**src/rtl/mxd_pkg.sv**
```systemverilog
package mxd_pkg;
  localparam int unsigned MXD_CHANNELS_DEF = 8;
  localparam int unsigned MXD_SAMPLE_W_DEF = 10;

  function automatic int unsigned mxd_idx_w(input int unsigned n);
    return (n > 1) ? $clog2(n) : 1;
  endfunction
endpackage

```
**src/rtl/mxd_slot_counter.sv**
```systemverilog
module mxd_slot_counter #(
  parameter int unsigned CHANNELS = 8,
  localparam int unsigned CH_W = mxd_pkg::mxd_idx_w(CHANNELS)
) (
  input  logic            clk,
  input  logic            rst,
  input  logic            word_ok,
  input  logic            frame_mark,
  output logic [CH_W-1:0] slot_now
);
  localparam logic [CH_W-1:0] LAST_SLOT = CH_W'(CHANNELS - 1);

  logic [CH_W-1:0] next_slot;

  // a frame marker only matters together with an accepted word
  always_comb begin
    slot_now = (word_ok && frame_mark) ? '0 : next_slot;
  end

  always_ff @(posedge clk) begin
    if (rst) begin
      next_slot <= '0;
    end else if (word_ok) begin
      next_slot <= (slot_now == LAST_SLOT) ? '0 : slot_now + 1'b1;
    end
  end
endmodule

```
**src/rtl/mxd_history.sv**
```systemverilog
module mxd_history #(
  parameter int unsigned CHANNELS = 8,
  parameter int unsigned SAMPLE_W = 10,
  localparam int unsigned CH_W = mxd_pkg::mxd_idx_w(CHANNELS)
) (
  input  logic                clk,
  input  logic                rst,
  input  logic                wr_en,
  input  logic [CH_W-1:0]     idx,
  input  logic [SAMPLE_W-1:0] wr_data,
  output logic [SAMPLE_W-1:0] prev_data,
  output logic                prev_seen
);
  // distributed-RAM style: sync write, async read, no reset on data
  logic [SAMPLE_W-1:0] mem [CHANNELS];
  logic [CHANNELS-1:0] seen;

  always_ff @(posedge clk) begin
    if (wr_en) begin
      mem[idx] <= wr_data;
    end
  end

  assign prev_data = mem[idx];
  assign prev_seen = seen[idx];

  for (genvar g = 0; g < CHANNELS; g++) begin : g_seen
    always_ff @(posedge clk) begin
      if (rst) begin
        seen[g] <= 1'b0;
      end else if (wr_en && (idx == CH_W'(g))) begin
        seen[g] <= 1'b1;
      end
    end
  end
endmodule

```
**src/rtl/mxd_diff_stage.sv**
```systemverilog
module mxd_diff_stage #(
  parameter int unsigned CHANNELS = 8,
  parameter int unsigned SAMPLE_W = 10,
  localparam int unsigned CH_W   = mxd_pkg::mxd_idx_w(CHANNELS),
  localparam int unsigned DIFF_W = SAMPLE_W + 1
) (
  input  logic              clk,
  input  logic              rst,
  input  logic              word_ok,
  input  logic              have_prev,
  input  logic [CH_W-1:0]   slot,
  input  logic [SAMPLE_W-1:0] cur,
  input  logic [SAMPLE_W-1:0] prev,
  output logic              q_valid,
  output logic [CH_W-1:0]   q_chan,
  output logic [DIFF_W-1:0] q_diff
);
  logic [DIFF_W-1:0] delta;

  always_comb begin
    delta = {1'b0, cur} - {1'b0, prev};
  end

  always_ff @(posedge clk) begin
    if (rst) begin
      q_valid <= 1'b0;
      q_chan  <= '0;
      q_diff  <= '0;
    end else begin
      q_valid <= word_ok && have_prev;
      if (word_ok) begin
        q_chan <= slot;
      end
      if (word_ok && have_prev) begin
        q_diff <= delta;
      end
    end
  end
endmodule

```
**src/rtl/mxd_stream_dcs.sv**
```systemverilog
module mxd_stream_dcs #(
  parameter int unsigned CHANNELS = mxd_pkg::MXD_CHANNELS_DEF,
  parameter int unsigned SAMPLE_W = mxd_pkg::MXD_SAMPLE_W_DEF,
  localparam int unsigned CH_W   = mxd_pkg::mxd_idx_w(CHANNELS),
  localparam int unsigned DIFF_W = SAMPLE_W + 1
) (
  input  logic                clk,
  input  logic                rst,
  input  logic                in_valid,
  input  logic                in_frame,
  input  logic [SAMPLE_W-1:0] in_sample,
  output logic                out_valid,
  output logic [CH_W-1:0]     out_chan,
  output logic [DIFF_W-1:0]   out_diff
);
  logic [CH_W-1:0]     slot;
  logic [SAMPLE_W-1:0] prev;
  logic                seen_prev;

  mxd_slot_counter #(.CHANNELS(CHANNELS)) u_slot (
    .clk        (clk),
    .rst        (rst),
    .word_ok    (in_valid),
    .frame_mark (in_frame),
    .slot_now   (slot)
  );

  mxd_history #(.CHANNELS(CHANNELS), .SAMPLE_W(SAMPLE_W)) u_hist (
    .clk       (clk),
    .rst       (rst),
    .wr_en     (in_valid),
    .idx       (slot),
    .wr_data   (in_sample),
    .prev_data (prev),
    .prev_seen (seen_prev)
  );

  mxd_diff_stage #(.CHANNELS(CHANNELS), .SAMPLE_W(SAMPLE_W)) u_diff (
    .clk       (clk),
    .rst       (rst),
    .word_ok   (in_valid),
    .have_prev (seen_prev),
    .slot      (slot),
    .cur       (in_sample),
    .prev      (prev),
    .q_valid   (out_valid),
    .q_chan    (out_chan),
    .q_diff    (out_diff)
  );
endmodule

```
**config.mk**
```make
export PLATFORM = sky130hd
export DESIGN_NAME = mxd_stream_dcs
export DESIGN_NICKNAME = d
export VERILOG_FILES = /design/src/rtl/mxd_pkg.sv /design/src/rtl/mxd_slot_counter.sv /design/src/rtl/mxd_history.sv /design/src/rtl/mxd_diff_stage.sv /design/src/rtl/mxd_stream_dcs.sv
export SDC_FILE = /design/constraint.sdc
export NUM_CORES = 1
export LEC_CHECK = 0
export BUFFER_PORTS_ARGS = -buffer_cell sky130_fd_sc_hd__buf_4
export CORE_UTILIZATION = 60
export DETAILED_ROUTE_END_ITERATION = 7
export PLACE_DENSITY = 0.82
export SYNTH_ARGS = -nofsm -noshare
export SYNTH_HDL_FRONTEND = slang
export SYNTH_HIERARCHICAL = 1
export SYNTH_SLANG_ARGS = --single-unit
export TNS_END_PERCENT = 5
```
**constraint.sdc**
```tcl
create_clock -name clk -period 3.8 [get_ports clk]
set_input_delay 0.38 -clock clk [delete_from_list [all_inputs] [get_ports clk]]
set_output_delay 0.38 -clock clk [all_outputs]
set_load 0.02 [all_outputs]
```
# After elaboration in Yosys (flattened, before gate mapping)
# Memory sizes are Yosys's and may differ from the RTL's.
# Cells that the tools add are included.
op_classes:
  n_addsub: 2
  mul: 0
  n_div: 0
  magnitude_cmp: 1
  eq_ne: 7
  shift: 0
  muxes: 6
  bitwise: 0
  reduce_logical: 11
ops:
  columns: ["op", "count"]
  rows:
  - ["== test 3 bit (second input constant)", 4]
  - ["subtractor 10 x 10 -> 11 bit", 1]
  - ["logical AND 1 bit", 10]
  - ["== test 3 x 2 -> 1 bit (second input constant)", 2]
  - ["two-way mux 3 bit", 2]
  - ["less-than comparator 3 x 4 -> 1 bit (second input constant)", 1]
  - ["adder 3 x 1 -> 3 bit (second input constant)", 1]
  - ["binary-select mux 1 bit (select 3 bit)", 1]
  - ["== test 3 x 1 -> 1 bit (second input constant)", 1]
  - ["zero test 3 bit", 1]
  - ["two-way mux 1 bit", 3]
totals:
  register_bits: 26
  latchBits: 0
  mem_bits_rw: 80
  rom_bits: 0
  input_bits: 14
  output_inout_bits: 15
  memories: 1
mem_list:
  columns: ["name", "depth", "width", "rd", "rd_clocked_by_memory_dff", "wr", "line_no", "rtl"]
  rows:
  - ["u_hist.mem", 8, 10, 1, 0, 1, "mxd_history.sv:15", "logic [SAMPLE_W-1:0] mem [CHANNELS];"]

# Depth between registers and ports, before layout
depth:
  ltp_word: 5
  depth_mapped: 16

# By module
# The synthesis kept the hierarchy.
by_module_without_submodules:
  columns: ["module", "n_inst", "cells_each", "area_per_inst_um2"]
  rows:
  - ["mxd_history", 1, 177, 3450.8]
  - ["mxd_diff_stage", 1, 105, 928.4]
  - ["mxd_slot_counter", 1, 17, 162.7]

# Least setup slack after synthesis
# Ideal clock, no wire load.
synth_timing:
  kind: "input to register"
  from: "input port in_frame"
  to: "register u_diff.q_diff[9]"
  setup_time_ps: 117
  t_arrival_ps: 3009
  required_time_ps: 3683
  slack_ps: 674
  path_stages: 12
  cell_sequence: "nand2_1 -> and2_1 -> buf_2 -> mux4_2 -> mux2_2 -> inv_1 -> ha_1 -> nor2b_1 -> o31ai_2 -> a21oi_2 -> or3_1 -> a32o_1"
synth_rtl:
  columns: ["item", "line_no", "rtl"]
  rows:
  - ["start: declaration", "mxd_stream_dcs.sv:10", "input logic in_frame,"]
  - ["logical AND 1 bit", "mxd_slot_counter.sv:17", "slot_now = (word_ok && frame_mark) ? '0 : next_slot;"]
  - ["two-way mux 3 bit", "mxd_slot_counter.sv:17", null]
  - ["net slot[0]", "mxd_stream_dcs.sv:16", "logic [CH_W-1:0] slot;"]
  - ["memory (8 x 10 bit)", null, null]
  - ["net prev[1]", "mxd_stream_dcs.sv:17", "logic [SAMPLE_W-1:0] prev;"]
  - ["subtractor 10 x 10 -> 11 bit", "mxd_diff_stage.sv:21", "delta = {1'b0, cur} - {1'b0, prev};"]
  - ["end signal: assignment", "mxd_diff_stage.sv:35", "q_diff <= delta;"]
  - ["end: declaration", "mxd_diff_stage.sv:16", "output logic [DIFF_W-1:0] q_diff"]
# The timed path passes the listed nets, and every way through them passes these cells. The select of a mux whose other input is x is not followed.
# A chain may end at the register's enable or synchronous reset.

# Worst setup path after layout
layout_timing:
  from: "register u_slot.next_slot[0]"
  to: "register u_diff.q_diff[9]"
layout_rtl:
  columns: ["item", "line_no", "rtl"]
  rows:
  - ["start: declaration", "mxd_slot_counter.sv:13", "logic [CH_W-1:0] next_slot;"]
  - ["start signal: assignment", "mxd_slot_counter.sv:24", "next_slot <= (slot_now == LAST_SLOT) ? '0 : slot_now + 1'b1;"]
  - ["two-way mux 3 bit", "mxd_slot_counter.sv:17", null]
  - ["net slot[0]", "mxd_stream_dcs.sv:16", null]
  - ["memory (8 x 10 bit)", null, null]
  - ["net prev[6]", "mxd_stream_dcs.sv:17", null]
  - ["subtractor 10 x 10 -> 11 bit", "mxd_diff_stage.sv:21", null]
# The timed path passes the listed nets, and every way through them passes these cells. The select of a mux whose other input is x is not followed.

==> flow_metrics.tcl <==
set metrics [dict create \
    dp_hpwl_mm 6.18 \
    slew_headroom_pct 40.8 \
    power_leakage_nw 1.84 \
    seq_area_sq_mm 0.00292 \
    grt_max_degree 24 \
    yosysUniqueCellTypes 48 \
    drive_gt1_share_pct 27.6 \
    routed_via_density 6.01 \
    cts_tree "yes" \
    power_density_mw_per_mm2 433 \
    critPathMaxFanout 23 \
    critical_path_arrival_ps 3500 \
    die_w_um 89.0 \
    pre_cts_ws_ps 314 \
    place_congestion 0.779 \
    drc 0 \
    peakVddDrop_uv 273 \
    path_clk_slew_ps 100 \
    die_y_um 89.0 \
    yosys.area.top_type "edfxtp_1" \
    cp-start-kind "register" \
    drt-initial-drc-count 228 \
    yosys_warnings 6 \
    wl_mm 9.05 \
    core_area_sq_mm 0.00729 \
    cp_cell_sequence "and2_1 > buf_12 > mux4_2 > mux2_2 > inv_1 > ha_1 > a21oi_1 > o21ai_0 > or3_1 > a32o_1" \
    io_buffers 28 \
    ys_seq_elements 106 \
    firstDrtPassIters 5 \
    cts_resized 0 \
    clock_latency_ps 360 \
    grt_first_pass_wirelength_mm 13.9 \
    crit_slowest_cell "mux4_2" \
    ant_nets 0 \
    synth_nets 326 \
    area_growth_syn_to_layout_pct 12.5 \
    clockRootBuffer "clkbuf_8" \
    clock.fmax_mhz 308 \
    async_flop_share_pct 0 \
    start_util_pct 62.3 \
    slew_viol_final 0 \
    cts_sinks 106 \
    setup_viol 0 \
    synthCells 299 \
    period_share_pct 85.5 \
    globalRouteOverflowTotal 0 \
    yosysSeqAreaShare_pct 64.4 \
    synth_edf_count 80 \
    worstSetupPathType "register to register" \
    n_antenna_cell 0 \
    min_period_ps 3250 \
    cts_max_path_buffers 2 \
    synth_ff_type "edfxtp_1" \
    synth_area_leaders "edfxtp_1, dfxtp_1, mux4_2" \
    cts-buffers-inserted 9 \
    ys_top_cells_by_count "edfxtp_1, dfxtp_1, nor2_1" \
    critical_path_required_ps 4050 \
    syn_area_per_cell_sq_um 15.2 \
    htree_levels 3 \
    maxCapViolations 0 \
    postCtsSetupRepairBufs 0 \
    fp-row-count 31 \
    finalClockSkew_ps 17.5 \
    rsz0062_at_grt "false" \
    status "finished, final reports clean" \
    finalHoldViolCount 0 \
    synthesis.area_sq_mm 0.00454 \
    num-fill-cells 517 \
    dieArea_sq_mm 0.00792 \
    final_nets 366 \
    cp-end-kind "register" \
    multi_input_comb_area_sq_mm 0.00149 \
    cts_hold_buf 0 \
    yosysMostFrequentCell "edfxtp_1" \
    hold_path.class "primary input to register" \
    io-pin-count 29 \
    vias 2663 \
    grt_pass1_vias 2619 \
    worst_slack_ps 550 \
    grt_use_total_pct 25.4 \
    max_stage_delay_ps 520 \
    fin_tns_setup_ps 0 \
    antenna_found_initial 0 \
    tightest_slew_ps 882 \
    yosysTopAreaCellShare_pct 52.9 \
    wl_per_cell_um 20.4 \
]
[power by group]
part	leakage [nW]	switching [mW]	internal [mW]	total [mW]
Combinational	0.807	0.169	0.134	0.304
Clock	0.0969	0.367	0.257	0.624
Sequential	0.938	0.0116	1.27	1.28
[cell usage in the layout, fill, tap and decap left out, types with 2 or more instances in the layout]
master    instances
nor3_1            6
o211ai_1          2
inv_1            11
mux2_2           14
dfxtp_1          26
mux4_1            3
nor2b_1           5
o21ai_0           2
buf_4            41
a21o_1            2
a31oi_1           5
inv_4             2
a21oi_1          11
mux4_2           14
a32o_1            2
nand2_1          12
o32ai_1           2
or3_1             2
edfxtp_1         80
buf_12            2
clkinv_4          2
nor2_1           25
xnor2_1           5
a211oi_1          4
o21a_1            2
ha_1             12
and2_1            4
mux2i_1           6
clkbuf_8         10
a22o_1            4
o22ai_1           2
a21oi_2           2
nand2b_1          4
clkinv_2          2
nand3b_1          2
[layer usage]
metal | up-vias | routed length, um | track usage [%]
met5 | - | 0 | 0
met4 | 0 | 116 | 9.09
met3 | 12 | 599 | 7.57
met2 | 88 | 4380 | 38.7
met1 | 1330 | 3950 | 35.2
li1 | 1233 | - | -
[state kept, by name, summed over array words and instances (netlist names)]
register          count
u_hist/mem           80
u_diff/q_chan         3
u_slot/next_slot      3
u_diff/q_valid        1
u_diff/q_diff        11
u_hist/seen           8
[layout make-up]
| cell class | instances | area share (%) |
|---|---|---|
| inverter | 11 | 0.808 |
| clock inverter | 6 | 0.784 |
| timing repair buffer | 43 | 6.81 |
| multi-input combinational | 168 | 29.3 |
| clock buffer | 10 | 2.69 |
| tap | 99 | 2.43 |
| sequential | 106 | 57.2 |
[worst paths after layout]
path | endpoint | start | cells past startpoint | slack, ps
worst max register to register | u_diff/q_diff[9] | u_slot/next_slot[0] | 10 | 550
worst min-delay path | u_hist/mem[2][8] | in_sample[8] | 1 | 260
worst max-delay path | u_diff/q_diff[9] | u_slot/next_slot[0] | 10 | 550
worst min register to register | u_diff/q_diff[4] | u_diff/q_diff[4] | 2 | 470
[per-stage QoR]
stage | utilization (%) | cell area, sq um | total power [mW] | hold slack (ps) | cells
after floorplan | - | 4540 | 1.51 | 428 | 299
after global placement | 67.6 | 4930 | 1.60 | 443 | 427
after detailed placement | 67.6 | 4930 | 1.61 | 454 | 427
after CTS | 70.0 | 5110 | 2.22 | 244 | 443
after global routing | 70.0 | 5110 | 2.30 | 239 | 443
final | 70.0 | 5110 | 2.21 | 259 | 443
[critical path: cells and delay by family, from the launching register on]
kind	cells	cell delay (ps)
buf+inv	2	320
simple gates	2	700
compound gates	3	660
flops	1	350
mux	2	800
fa+ha+maj	1	300
[cells by family after synthesis]
group                    Yosys count  share of synthesized area (%)
multiplexers                      37                           13.5
adder cells (fa/ha/maj)           13                           3.75
buffers and inverters             25                           2.75
AO/OA/AOI/OAI                     45                           7.22
AND/OR/NAND/NOR                   67                           7.30
flip-flops                       106                           64.4
XOR/XNOR                           6                           1.16
Note: power is estimated with default switching activity, not from simulation.
